===== src/rtl/wp_pkg.sv =====
package wp_pkg;

    localparam int ADDR_W = 13;
    localparam int DATA_W = 8;

    localparam logic [ADDR_W-1:0] KEY_ADDR_A = 13'h1555;
    localparam logic [ADDR_W-1:0] KEY_ADDR_B = 13'h0AAA;
    localparam logic [DATA_W-1:0] KEY_LEAD   = 8'hAA;
    localparam logic [DATA_W-1:0] KEY_FOLLOW = 8'h55;
    localparam logic [DATA_W-1:0] KEY_ARM    = 8'hA0;
    localparam logic [DATA_W-1:0] KEY_ERASE  = 8'h80;
    localparam logic [DATA_W-1:0] KEY_DISARM = 8'h20;

    typedef struct packed {
        logic [ADDR_W-1:0] addr;
        logic [DATA_W-1:0] data;
    } bus_wr_t;

    typedef enum logic [2:0] {
        ST_IDLE, ST_U1, ST_U2, ST_OPEN, ST_D3, ST_D4, ST_D5
    } seq_state_e;

    typedef enum logic [1:0] {
        ACT_NONE, ACT_COMMIT, ACT_DUMMY, ACT_CONSUME
    } wr_action_e;

    function automatic logic is_key(bus_wr_t w, logic [ADDR_W-1:0] a,
                                    logic [DATA_W-1:0] d);
        return (w.addr == a) && (w.data == d);
    endfunction

endpackage


===== src/rtl/wp_seq_fsm.sv =====
module wp_seq_fsm
    import wp_pkg::*;
#(
    parameter int LOAD_TO = 16
) (
    input  logic       clk,
    input  logic       rst,
    input  logic       wr_stb,
    input  bus_wr_t    wr,
    input  logic       prot,
    output wr_action_e act_q,
    output logic       en_req,
    output logic       dis_req
);

    localparam int CW = (LOAD_TO > 2) ? $clog2(LOAD_TO) : 1;
    localparam logic [CW-1:0] GAP_LAST = CW'(LOAD_TO - 1);

    seq_state_e st_q, st_d;
    logic [CW-1:0] gap_q;
    wr_action_e act_d, data_act;

    always_comb begin
        st_d     = st_q;
        act_d    = ACT_NONE;
        en_req   = 1'b0;
        dis_req  = 1'b0;
        data_act = prot ? ACT_DUMMY : ACT_COMMIT;
        if (wr_stb) begin
            act_d = data_act;
            st_d  = ST_IDLE;
            unique case (st_q)
                ST_IDLE: if (is_key(wr, KEY_ADDR_A, KEY_LEAD)) begin
                    st_d = ST_U1; act_d = ACT_CONSUME;
                end
                ST_U1: if (is_key(wr, KEY_ADDR_B, KEY_FOLLOW)) begin
                    st_d = ST_U2; act_d = ACT_CONSUME;
                end
                ST_U2: if (is_key(wr, KEY_ADDR_A, KEY_ARM)) begin
                    st_d = ST_OPEN; act_d = ACT_CONSUME; en_req = 1'b1;
                end else if (is_key(wr, KEY_ADDR_A, KEY_ERASE)) begin
                    st_d = ST_D3; act_d = ACT_CONSUME;
                end
                ST_OPEN: begin
                    st_d = ST_OPEN; act_d = ACT_COMMIT;
                end
                ST_D3: if (is_key(wr, KEY_ADDR_A, KEY_LEAD)) begin
                    st_d = ST_D4; act_d = ACT_CONSUME;
                end
                ST_D4: if (is_key(wr, KEY_ADDR_B, KEY_FOLLOW)) begin
                    st_d = ST_D5; act_d = ACT_CONSUME;
                end
                ST_D5: if (is_key(wr, KEY_ADDR_A, KEY_DISARM)) begin
                    act_d = ACT_CONSUME; dis_req = 1'b1;
                end
                default: ;
            endcase
        end else if (st_q != ST_IDLE && gap_q == GAP_LAST) begin
            st_d = ST_IDLE;
        end
    end

    always_ff @(posedge clk) begin
        if (rst) begin
            st_q  <= ST_IDLE;
            gap_q <= '0;
            act_q <= ACT_NONE;
        end else begin
            st_q  <= st_d;
            act_q <= act_d;
            if (wr_stb)
                gap_q <= '0;
            else if (gap_q != GAP_LAST)
                gap_q <= gap_q + 1'b1;
        end
    end

    p_timeout_idle_r8: assert property (@(posedge clk) disable iff (rst)
        (st_q != ST_IDLE && !wr_stb && gap_q == GAP_LAST) |=> st_q == ST_IDLE);

    p_open_commit_r6: assert property (@(posedge clk) disable iff (rst)
        (st_q == ST_OPEN && wr_stb) |=> act_q == ACT_COMMIT);

    p_blocked_dummy_r5: assert property (@(posedge clk) disable iff (rst)
        (st_q == ST_IDLE && wr_stb && prot && !is_key(wr, KEY_ADDR_A, KEY_LEAD))
        |=> act_q == ACT_DUMMY);

    p_single_req_r4: assert property (@(posedge clk) disable iff (rst)
        !(en_req && dis_req));

endmodule


===== src/rtl/wp_nv_flag.sv =====
module wp_nv_flag #(
    parameter int WC_CYCLES = 64
) (
    input  logic clk,
    input  logic rst,
    input  logic set_req,
    input  logic clr_req,
    output logic prot
);

    localparam int TW = $clog2(WC_CYCLES + 1);
    localparam logic [TW-1:0] LOAD_VAL = TW'(WC_CYCLES - 1);

    logic          flag_q = 1'b0;
    logic          pend_q;
    logic          val_q;
    logic [TW-1:0] tmr_q;

    always_ff @(posedge clk) begin
        if (rst) begin
            pend_q <= 1'b0;
            val_q  <= 1'b0;
            tmr_q  <= '0;
        end else if (set_req || clr_req) begin
            pend_q <= 1'b1;
            val_q  <= set_req;
            tmr_q  <= LOAD_VAL;
        end else if (pend_q) begin
            if (tmr_q == '0) begin
                flag_q <= val_q;
                pend_q <= 1'b0;
            end else begin
                tmr_q <= tmr_q - 1'b1;
            end
        end
    end

    assign prot = flag_q;

    p_flag_hold_r4: assert property (@(posedge clk) disable iff (rst)
        !pend_q |=> $stable(flag_q));

    p_flag_apply_r7: assert property (@(posedge clk) disable iff (rst)
        (pend_q && tmr_q == '0 && !set_req && !clr_req) |=> flag_q == $past(val_q));

endmodule


===== src/rtl/wp_guard.sv =====
module wp_guard
    import wp_pkg::*;
#(
    parameter int LOAD_TIMEOUT = 16,
    parameter int WC_CYCLES    = 64
) (
    input  logic              clk,
    input  logic              rst,
    input  logic              wr_stb,
    input  logic [ADDR_W-1:0] wr_addr,
    input  logic [DATA_W-1:0] wr_data,
    output logic              go_commit,
    output logic              go_dummy,
    output logic              cmd_eaten,
    output logic              protect_on
);

    bus_wr_t    wr;
    wr_action_e act;
    logic       en_req, dis_req;

    assign wr.addr = wr_addr;
    assign wr.data = wr_data;

    wp_seq_fsm #(.LOAD_TO(LOAD_TIMEOUT)) u_fsm (
        .clk(clk), .rst(rst), .wr_stb(wr_stb), .wr(wr), .prot(protect_on),
        .act_q(act), .en_req(en_req), .dis_req(dis_req)
    );

    wp_nv_flag #(.WC_CYCLES(WC_CYCLES)) u_flag (
        .clk(clk), .rst(rst), .set_req(en_req), .clr_req(dis_req),
        .prot(protect_on)
    );

    assign go_commit = (act == ACT_COMMIT);
    assign go_dummy  = (act == ACT_DUMMY);
    assign cmd_eaten = (act == ACT_CONSUME);

    p_act_onehot_r2: assert property (@(posedge clk)
        $onehot0({go_commit, go_dummy, cmd_eaten}));

    p_stb_act_r2: assert property (@(posedge clk) disable iff (rst)
        wr_stb |=> $countones({go_commit, go_dummy, cmd_eaten}) == 1);

    p_idle_act_r2: assert property (@(posedge clk) disable iff (rst)
        !wr_stb |=> !(go_commit || go_dummy || cmd_eaten));

endmodule


===== config.mk =====
export PLATFORM = sky130hd
export DESIGN_NAME = wp_guard
export DESIGN_NICKNAME = d
export VERILOG_FILES = /design/src/rtl/wp_pkg.sv /design/src/rtl/wp_seq_fsm.sv /design/src/rtl/wp_nv_flag.sv /design/src/rtl/wp_guard.sv
export SDC_FILE = /design/constraint.sdc
export NUM_CORES = 1
export LEC_CHECK = 0
export CAP_MARGIN = 15
export CORE_MARGIN = 2
export CORE_UTILIZATION = 32
export DETAILED_ROUTE_END_ITERATION = 12
export HOLD_SLACK_MARGIN = 0.05
export PLACE_DENSITY = 0.57
export SLEW_MARGIN = 40
export SYNTH_ARGS = -nofsm -noshare
export SYNTH_HDL_FRONTEND = slang
export SYNTH_HIERARCHICAL = 1
export SYNTH_SLANG_ARGS = --single-unit

===== constraint.sdc =====
create_clock -name clk -period 2.15 [get_ports clk]
set_input_delay 0.43 -clock clk [delete_from_list [all_inputs] [get_ports clk]]
set_output_delay 0.43 -clock clk [all_outputs]
set_load 0.05 [all_outputs]

==> key figures, run 1 <==
Clocking
  • Clock root cell: clkbuf_8
  • CTS buffer count: 3
  • Worst-path clk slew: approximately 0.07 ns
  • Clk sinks: 19
  • CTS H-tree lvls: 1
  • Worst skew pair latency: about 0.25 ns
  • CTS tree: yes
  • CTS Hold Bufs: 0
  • Bufs on Longest Clock Path: 2

Setup path
  • Crit path launch: wr_data[0]
  • Bufs and invs on worst path: 2
  • Critical path required time: 2.31 ns
  • Data arrival, critical path: 2.22 ns
  • Most frequent CP cell: nor4_4
  • Worst r2r path cells: 7
  • CP delay by family, top: simple AND/OR/NAND/NOR gates
  • Critical path class: in2reg
  • Crit path launch type: primary input
  • Worst path cell trace: clkdlybuf4s15_1, nor4_4, buf_4, nand3_4, nor4_4, and2_4, nor2_4, a21o_1, a311oi_2
  • CP peak stage delay: approximately 0.32 ns
  • Crit path capture type: flip-flop
  • Critical Path Stages: 9
  • RR Startpoint: u_fsm/st_q[0]
  • Worst-path fanout max: 7
  • CP max-delay cell: nor4_4

Finish
  • Synth-to-Final Area Change: 48.8%
  • Post-route cell area: roughly 1800 sq um
  • Layout cell share with drive strength beyond 1: 0.253
  • FF+latch area: 390 sq um
  • Filler cells: 358
  • Multi-input logic area: 855 sq um
  • Ant diodes: 0
  • Fin nets: about 220

Synth
  • Sequential element share of the synthesized area: 0.317
  • Post-synth top flop: dfxtp_1
  • Mapped Nets: ~170
  • Cell Area, Synth: 1230 sq um
  • Post-synthesis cell count: between 100 and 150
  • Yosys Warn Count: 6
  • Cell variety after synth: 52
  • Avg Synthesized Cell Area: slightly below 9 sq um
  • Area fraction of the dominant cell type after synthesis: 0.293
  • Leading area contributor after synthesis: dfxtp_1
  • Post-synth top cells: dfxtp_1 (18), nand2_1 (16), nor2_1 (13)
  • Most common cell in the netlist: dfxtp_1
  • Yosys reg bits: 19
  • FFs w/ async S/R, synth: 0
  • EDFF count, synth: 1
  • Main area contributors after synthesis: dfxtp_1 (29%), nand2_1 (4.9%), nor2_1 (4.0%), a31oi_1 (3.6%), ha_1 (3.0%)

STA
  • Actual slew at the worst max-slew pin: between 0.5 and 0.6 ns
  • Final-report max-slew violation count: 0
  • Final hold viol count: 0
  • Final cycle utilization of the critical path: 0.960
  • Setup_tns: 0 ns
  • Setup violators final: 0
  • Clk_skew: ~0.0052 ns
  • Fmax: just under 500 MHz
  • Rel. slew slack: 0.656
  • Tmin final: between 2 and 2.5 ns

Power
  • Leak: 0.000778 uW
  • P per Cell Area: a little under 400 nW/um^2
  • Final Total Pwr: 708 uW
  • Pint: 552 uW
  • Sw Pwr: 156 uW
  • Max VDD drop: roughly 0.32 mV
  • Sequential Power Share: 0.508
  • Clk pwr share: 0.343
  • Combinational power share: 0.149
  • Sw Ratio: 0.220

Route
  • Pre-antenna DRT Iters: 4
  • Initial DRC Count: 65
  • DR DRC count: 0
  • Final wirelength: 3.21 mm
  • Vias: 1249
  • Detailed-route vias per instance: about 5.2
  • DRT antenna net count: 0
  • WL/cell: ~14 microns

GRT
  • Largest net degree at the start of global routing: 17
  • First-pass GRT wire length: between 5 and 6 mm
  • Remaining Overflow, GRT: 0
  • Total track usage: 0.151
  • Initial antenna violation count: 0
  • Vias in the first global route: 1201

Place
  • RD Place Congestion: approximately 0.9
  • Detailed placement HPWL: approximately 2.4 mm
  • Post-DP Area: 1690 sq um
  • Number of port buffers: 27

Min path
  • Hold Crit Class: reg2reg
  • Hold wc startpoint: u_flag/val_q
  • Hold path cells: 0

Floorplan
  • Core Box Area: between 3000 and 4000 sq um
  • Row cnt: 22
  • DIE AREA: 4360 sq um
  • Io pins: 28
  • Initial Util: 0.334
  • Die height: ~66 microns
  • Die width: between 60 and 70 microns

Outcome
  • Outcome: completed

Flow run
  • Maxcap violations: 0
==> power by group through the flow <==
| stage | Sequential, uW | Combinational (uW) | Clock (uW) |
|---|---|---|---|
| detailed placement | 367 | 106 | 0 |
| global route | 359 | 116 | 268 |
| CTS | 359 | 107 | 259 |
| finish | 359 | 106 | 243 |
| global placement | 367 | 104 | 0 |
| floorplan | 367 | 30.9 | 0 |
==> timing repair <==
action                                  in CTS  in global routing
endpoints found under the setup margin       5                  6
resized for setup                           10                 19
buffers inserted                             2                  2
cloned                                       0                  0
pin swaps                                    6                 10
==> state kept, by name (all words and copies together), names as in the netlist <==
name           count
u_flag/tmr_q       7
u_fsm/gap_q        4
u_fsm/st_q         3
u_fsm/act_q        2
u_flag/pend_q      1
u_flag/prot        1
u_flag/val_q       1
==> stage by stage <==
stage | hold WS, ns | std cells | util | setup WS, ns
6_report | 0.454 | 238 | 0.497 | 0.0870
5_1_grt | 0.464 | 238 | 0.497 | -0.0344
4_1_cts | 0.449 | 236 | 0.479 | 0.000841
3_5_place_dp | 0.431 | 230 | 0.458 | -0.405
3_3_place_gp | 0.427 | 230 | 0.458 | -0.309
2_1_floorplan | 0.409 | 141 | - | 0.228
==> per-layer routing <==
layer | share of wire | up-vias | GRT usage
met5 | 0 | - | 0
met4 | 0.0040 | 0 | 0.0459
met3 | 0.061 | 2 | 0.0324
met2 | 0.47 | 38 | 0.235
met1 | 0.46 | 570 | 0.208
li1 | - | 639 | -
==> path summary, 6_finish.rpt <==
path                     end  slack (ns)
min reg2reg      u_flag/prot        0.45
max reg2reg  u_flag/tmr_q[0]        0.25
max          u_flag/tmr_q[0]        0.09
min              u_flag/prot        0.45
==> worst reg2reg max path, delay by kind of cell, from the launching register on <==
kind,cells,cell delay [ns]
simple gates,5,1.03
compound gates,2,0.44
flops,1,0.34
==> area by class of cell <==
cell class,count,share of cell area
clock buffers,4,0.0246
inverters,4,0.00820
multi-input cells,112,0.467
flip-flops and latches,19,0.213
well taps,48,0.0328
repair buffers,51,0.255
==> logic make-up (layout without fill, tap and decap cells) <==
kind of cell,after synthesis,after routing,synth area share
muxes,1,1,0.00813
and+or+nand+nor,75,75,0.409
buffers and inverters,10,59,0.0315
xor gates and xnor gates,1,1,0.00712
DFF,19,19,0.317
adders and majority gates,3,3,0.0305
AOI/OAI and AO/OA,32,32,0.197
==> layout by cell type (no fill, tap or decap), types with 3 or more instances in the layout <==
cell / Yosys / routed
clkdlybuf4s50_1: 0 / 12
clkbuf_8: 0 / 3
ha_1: 3 / 3
dlymetal6s2s_1: 0 / 10
nor2_1: 13 / 11
nand2_1: 16 / 16
a21oi_1: 5 / 5
nor4bb_1: 3 / 3
a31oi_1: 7 / 7
o31ai_1: 4 / 4
buf_4: 0 / 24
inv_1: 4 / 4
dlygate4sd2_1: 0 / 3
dfxtp_1: 18 / 18
nor3_1: 5 / 5
nand3_1: 5 / 5
(Power assumes the default switching activity.)
==> run 2, diff against run 1 <==
--- a/config.mk
+++ b/config.mk
@@ -10,7 +10,7 @@
 export CORE_UTILIZATION = 32
 export DETAILED_ROUTE_END_ITERATION = 12
 export HOLD_SLACK_MARGIN = 0.05
-export PLACE_DENSITY = 0.57
+export PLACE_DENSITY = 0.51
 export SLEW_MARGIN = 40
 export SYNTH_ARGS = -nofsm -noshare
 export SYNTH_HDL_FRONTEND = slang
==> key figures, run 2 (same netlist as run 1, synthesis figures left out) <==
Power
  • Max VDD drop: 0.375 mV (+18%)
  • Leak: 0.000777 uW (about the same)
  • Final Total Pwr: 711 uW (+0.54%)
  • P per Cell Area: 393 nW/um^2 (+1.7%)

Finish
  • Ant diodes: 0 (unchanged)
  • FF+latch area: 390 sq um (unchanged)
  • Synth-to-Final Area Change: 47.2%
  • Regs by FF count: u_flag/tmr_q (7), u_fsm/gap_q (4), u_fsm/st_q (3)
  • Layout cell share with drive strength beyond 1: 0.241 (-0.0120)
  • Multi-input logic area: 848 sq um (-0.73%)
  • Filler cells: 365 (+2.0%)
  • Most common cell after layout, fill and taps aside: buf_4
  • Post-route cell area: 1810 sq um (-1.1%)
  • Layout Utilization: 0.491 (-0.00543)
  • Most frequent cells in the layout: buf_4 (20), dfxtp_1 (18), nand2_1 (16)
  • Top reg by flops: u_flag/tmr_q
  • Fin nets: 215 (-1.4%)
  • Max reg flops: 7 (unchanged)

STA
  • Setup violators final: 0 (unchanged)
  • Final-report max-slew violation count: 0 (unchanged)
  • Final hold viol count: 0 (unchanged)
  • RSZ-0062 raised after global routing: false
  • Setup_tns: 0 ns (unchanged)
  • Rel. slew slack: 0.651 (-0.00472)
  • Tmin final: 2.09 ns (+0.0290 ns)
  • Hold Slack: 0.449 ns (-0.00445 ns)
  • Final cycle utilization of the critical path: 0.973 (+0.0135)
  • Fmax: 478 MHz (-1.4%)
  • Clk_skew: 0.00309 ns (-0.00207 ns)
  • Actual slew at the worst max-slew pin: 0.516 ns (+0.00698 ns)

Setup path
  • Critical path required time: 2.12 ns (-0.19 ns)
  • CP peak stage delay: 0.47 ns (+0.15 ns)
  • CP delay by family, top: simple AND/OR/NAND/NOR gates
  • Crit path launch type: primary input
  • Bufs and invs on worst path: 2 (unchanged)
  • Crit path capture type: flip-flop
  • CP max-delay cell: clkdlybuf4s50_1
  • Critical path class: in2reg
  • Worst-path fanout max: 3 (-4)
  • Data arrival, critical path: 2.07 ns (-0.15 ns)
  • Worst path cell trace: clkdlybuf4s50_1, nand3b_1, nor4b_4, and2_4, buf_4, or3_4, nor2_4

Route
  • Detailed-route vias per instance: 5.37 (+2.3%)
  • WL/cell: 13.8 microns (+2.3%)
  • Initial DRC Count: 51 (-22%)
  • Final wirelength: 3.25 mm (+1.0%)
  • Vias: 1262 (+1.0%)
  • DRT antenna net count: 0 (unchanged)
  • Pre-antenna DRT Iters: 4 (unchanged)
  • DR DRC count: 0 (unchanged)

Clocking
  • Worst skew pair latency: 0.25 ns (about the same)
  • Clk sinks: 19 (unchanged)
  • CTS buffer count: 3 (unchanged)
  • Bufs on Longest Clock Path: 2 (unchanged)
  • Worst-path clk slew: 0.07 ns (about the same)
  • CTS H-tree lvls: 1 (unchanged)
  • CTS tree: yes
  • Clock root cell: clkbuf_8

Floorplan
  • Core Box Area: 3690 sq um (unchanged)
  • Initial Util: 0.334 (unchanged)
  • Die width: 66.0 microns (unchanged)
  • Row cnt: 22 (unchanged)
  • Io pins: 28 (unchanged)
  • Die height: 66.0 microns (unchanged)
  • DIE AREA: 4360 sq um (unchanged)

GRT
  • Largest net degree at the start of global routing: 17 (unchanged)
  • Remaining Overflow, GRT: 0 (unchanged)
  • Vias in the first global route: 1246 (+3.7%)
  • Total track usage: 0.162 (+0.0114)
  • First-pass GRT wire length: 5.57 mm (+6.6%)
  • Initial antenna violation count: 0 (unchanged)

Place
  • Number of port buffers: 27 (unchanged)
  • Post-DP Area: 1680 sq um (-0.44%)
  • RD Place Congestion: 0.818 (-7.0%)
  • Detailed placement HPWL: 2.52 mm (+4.0%)

Min path
  • Hold Crit Class: reg2reg

Flow run
  • Maxcap violations: 0 (unchanged)

Outcome
  • Outcome: completed
[run 2: repair_timing]
action | in CTS | in global routing
pin swaps | 9 | 10
setup buffers | 2 | 0
resized for setup | 10 | 18
hold buffers | 0 | 0
gates cloned | 0 | 0
hold endpoints to repair | 0 | 0
endpoints found under the setup margin | 7 | 11
[run 2: report_power, final]
group / total, uW / leakage [uW] / switching [uW] / internal, uW
clock network: 248 / 0.0000255 / 119 / 129
logic: 105 / 0.000597 / 42.6 / 62.0
registers: 359 / 0.000155 / 2.10 / 357
[run 2: final timing paths]
| kind | start | slack (ns) | cells past startpoint | endpoint |
|---|---|---|---|---|
| setup / recovery | wr_addr[1] | 0.06 | 7 | u_flag/prot |
| hold / removal | u_flag/val_q | 0.45 | 0 | u_flag/prot |
| setup reg to reg | u_fsm/st_q[0] | 0.37 | 7 | u_flag/tmr_q[0] |
| hold reg to reg | u_flag/val_q | 0.45 | 0 | u_flag/prot |
[run 2: final cells by class]
class,count,area share
inverter,4,0.00829
multi-input combinational,112,0.468
clock inverter,1,0.00276
clock buffer,3,0.0228
sequential,19,0.215
tap,48,0.0331
timing repair buffer,48,0.249
[run 2: metal layers]
metal  global-route usage  wire length, microns
met4               0.0332                    19
met1                0.203                  1510
met3               0.0375                    78
met2                0.284                  1640
met5                    0                     0
[run 2: metrics by stage]
stage,worst slack (ns),cells
floorplan,0.228,141
global placement,-0.314,229
detailed placement,-0.435,229
CTS,0.000972,235
global route,0.0170,235
finish,0.0581,235
==> run 3, diff against run 2 <==
--- a/config.mk
+++ b/config.mk
@@ -6,11 +6,12 @@
 export NUM_CORES = 1
 export LEC_CHECK = 0
 export CAP_MARGIN = 15
-export CORE_MARGIN = 2
+export CORE_MARGIN = 3
 export CORE_UTILIZATION = 32
 export DETAILED_ROUTE_END_ITERATION = 12
 export HOLD_SLACK_MARGIN = 0.05
 export PLACE_DENSITY = 0.51
+export SKIP_CTS_REPAIR_TIMING = 1
 export SLEW_MARGIN = 40
 export SYNTH_ARGS = -nofsm -noshare
 export SYNTH_HDL_FRONTEND = slang
==> key figures, run 3 (same netlist as run 1, synthesis figures left out) <==
Min path
  • Hold wc startpoint: u_flag/val_q
  • Hold Crit Class: reg2reg

Clocking
  • CTS tree: yes
  • Clk sinks: 19 (unchanged)
  • CTS H-tree lvls: 1 (unchanged)
  • Worst skew pair latency: 0.26 ns (about the same)
  • CTS buffer count: 3 (unchanged)
  • Worst-path clk slew: 0.08 ns (about the same)
  • Bufs on Longest Clock Path: 2 (unchanged)
  • Clock root cell: clkbuf_8

Setup path
  • Bufs and invs on worst path: 1 (-1)
  • CP max-delay cell: clkdlybuf4s50_1
  • Crit path launch type: primary input
  • Critical path required time: 2.33 ns (+0.21 ns)
  • R2R Setup Slk: 0.29 ns (-0.08 ns)
  • Crit path capture type: flip-flop
  • Worst path cell trace: clkdlybuf4s50_1, and4b_1, nand4_1, nor4b_4, and2_4, nor2_4, a21o_1, a311oi_2
  • Data arrival, critical path: 2.26 ns (+0.19 ns)
  • Critical path class: in2reg
  • Crit path launch: wr_addr[10]
  • CP peak stage delay: 0.47 ns (about the same)
  • CP delay by family, top: simple AND/OR/NAND/NOR gates
  • RR Startpoint: u_fsm/st_q[0]
  • Worst-path fanout max: 8 (+5)

Finish
  • Synth-to-Final Area Change: 48.7%
  • Fin nets: 217 (+0.93%)
  • Post-route cell area: 1830 sq um (+1.0%)
  • Ant diodes: 0 (unchanged)
  • Regs by FF count: u_flag/tmr_q (7), u_fsm/gap_q (4), u_fsm/st_q (3)
  • Max reg flops: 7 (unchanged)
  • Filler cells: 338 (-7.4%)
  • Most frequent cells in the layout: buf_4 (23), dfxtp_1 (18), nand2_1 (16)
  • Layout cell share with drive strength beyond 1: 0.238 (-0.00255)
  • Most common cell after layout, fill and taps aside: buf_4
  • Top reg by flops: u_flag/tmr_q

Route
  • Final wirelength: 3.39 mm (+4.5%)
  • DR DRC count: 0 (unchanged)
  • Pre-antenna DRT Iters: 4 (unchanged)
  • Initial DRC Count: 50 (-2.0%)
  • Vias: 1249 (-1.0%)
  • WL/cell: 14.4 microns (+4.5%)
  • DRT antenna net count: 0 (unchanged)
  • Detailed-route vias per instance: 5.31 (-1.0%)

Floorplan
  • Initial Util: 0.350 (+0.0159)
  • DIE AREA: 4630 sq um (+6.2%)
  • Die height: 68.0 microns (+3.0%)
  • Row cnt: 21 (-4.5%)
  • Io pins: 28 (unchanged)
  • Die width: 68.0 microns (+3.0%)
  • Core Box Area: 3520 sq um (-4.5%)

GRT
  • Vias in the first global route: 1220 (-2.1%)
  • Remaining Overflow, GRT: 0 (unchanged)
  • Total track usage: 0.156 (-0.00617)
  • First-pass GRT wire length: 5.42 mm (-2.7%)
  • Largest net degree at the start of global routing: 17 (unchanged)
  • Initial antenna violation count: 0 (unchanged)

Place
  • Post-placement setup slack: -0.388 ns (+0.0476 ns)
  • Post-DP Area: 1690 sq um (+0.30%)
  • Detailed placement HPWL: 2.62 mm (+4.2%)
  • Number of port buffers: 27 (unchanged)
  • RD Place Congestion: 0.858 (+4.8%)

STA
  • Final-report max-slew violation count: 0 (unchanged)
  • Actual slew at the worst max-slew pin: 0.673 ns (+0.157 ns)
  • Tmin final: 2.07 ns (-0.0200 ns)
  • Setup WS post-layout: 0.0781 ns (+0.0200 ns)
  • Final cycle utilization of the critical path: 0.964 (-0.00930)
  • Final hold viol count: 0 (unchanged)
  • Rel. slew slack: 0.545 (-0.106)
  • Clk_skew: 0.00693 ns (+0.00384 ns)
  • Setup violators final: 0 (unchanged)
  • Fmax: 483 MHz (+0.97%)

Outcome
  • Outcome: completed

Power
  • Max VDD drop: 0.212 mV (-43%)
  • P per Cell Area: 396 nW/um^2 (+0.75%)
  • Final Total Pwr: 724 uW (+1.8%)
  • Leak: 0.000806 uW (+3.7%)

Flow run
  • Maxcap violations: 0 (unchanged)
## run 3: changes by cell type in the layout (fill, tap and decap cells not counted)
cell | before | now
buf_6 | 1 | 0
nor2_2 | 2 | 0
nor2_1 | 10 | 12
dlymetal6s2s_1 | 11 | 14
dlygate4sd2_1 | 6 | 0
clkdlybuf4s50_1 | 10 | 13
buf_4 | 20 | 23
## run 3: per-layer routing
layer | global-route usage | up-vias | wire length [microns]
met3 | 0.0279 | 4 | 176
met2 | 0.231 | 31 | 1440
met1 | 0.226 | 577 | 1740
li1 | - | 637 | -
met4 | 0.0521 | 0 | 35
met5 | 0 | - | 0
## run 3: layout make-up
| cell class | instances | area, sq um | share of cell area |
|---|---|---|---|
| timing repair buffer | 50 | 478 | 0.261 |
| tap | 46 | 57.6 | 0.0314 |
| inverter | 4 | 15.0 | 0.00820 |
| multi-input combinational | 112 | 843 | 0.461 |
| clock inverter | 1 | 5.00 | 0.00273 |
| sequential | 19 | 390 | 0.213 |
| clock buffer | 3 | 41.3 | 0.0226 |
## run 3: path summary, 6_finish.rpt
| path | cells past startpoint | endpoint |
|---|---|---|
| worst max-delay path | 8 | u_flag/tmr_q[0] |
| worst min-delay path | 0 | u_flag/prot |
| worst max register to register | 7 | u_flag/tmr_q[0] |
| worst min register to register | 0 | u_flag/prot |
## run 3: per-stage QoR
stage / utilization / hold WS (ns) / setup TNS [ns] / cells
2_1_floorplan: - / 0.409 / 0 / 141
3_3_place_gp: 0.479 / 0.412 / -2.64 / 228
3_5_place_dp: 0.479 / 0.416 / -3.07 / 228
4_1_cts: 0.492 / 0.443 / -0.378 / 232
5_1_grt: 0.520 / 0.468 / -0.0134 / 235
6_report: 0.520 / 0.440 / 0 / 235
## run 3: report_power, final
group / switching, uW / leakage (uW) / total [uW] / internal (uW)
sequential: 2.22 / 0.000155 / 359 / 357
combinational: 41.4 / 0.000626 / 107 / 65.2
clock: 129 / 0.0000255 / 258 / 129
total: 173 / 0.000806 / 724 / 551
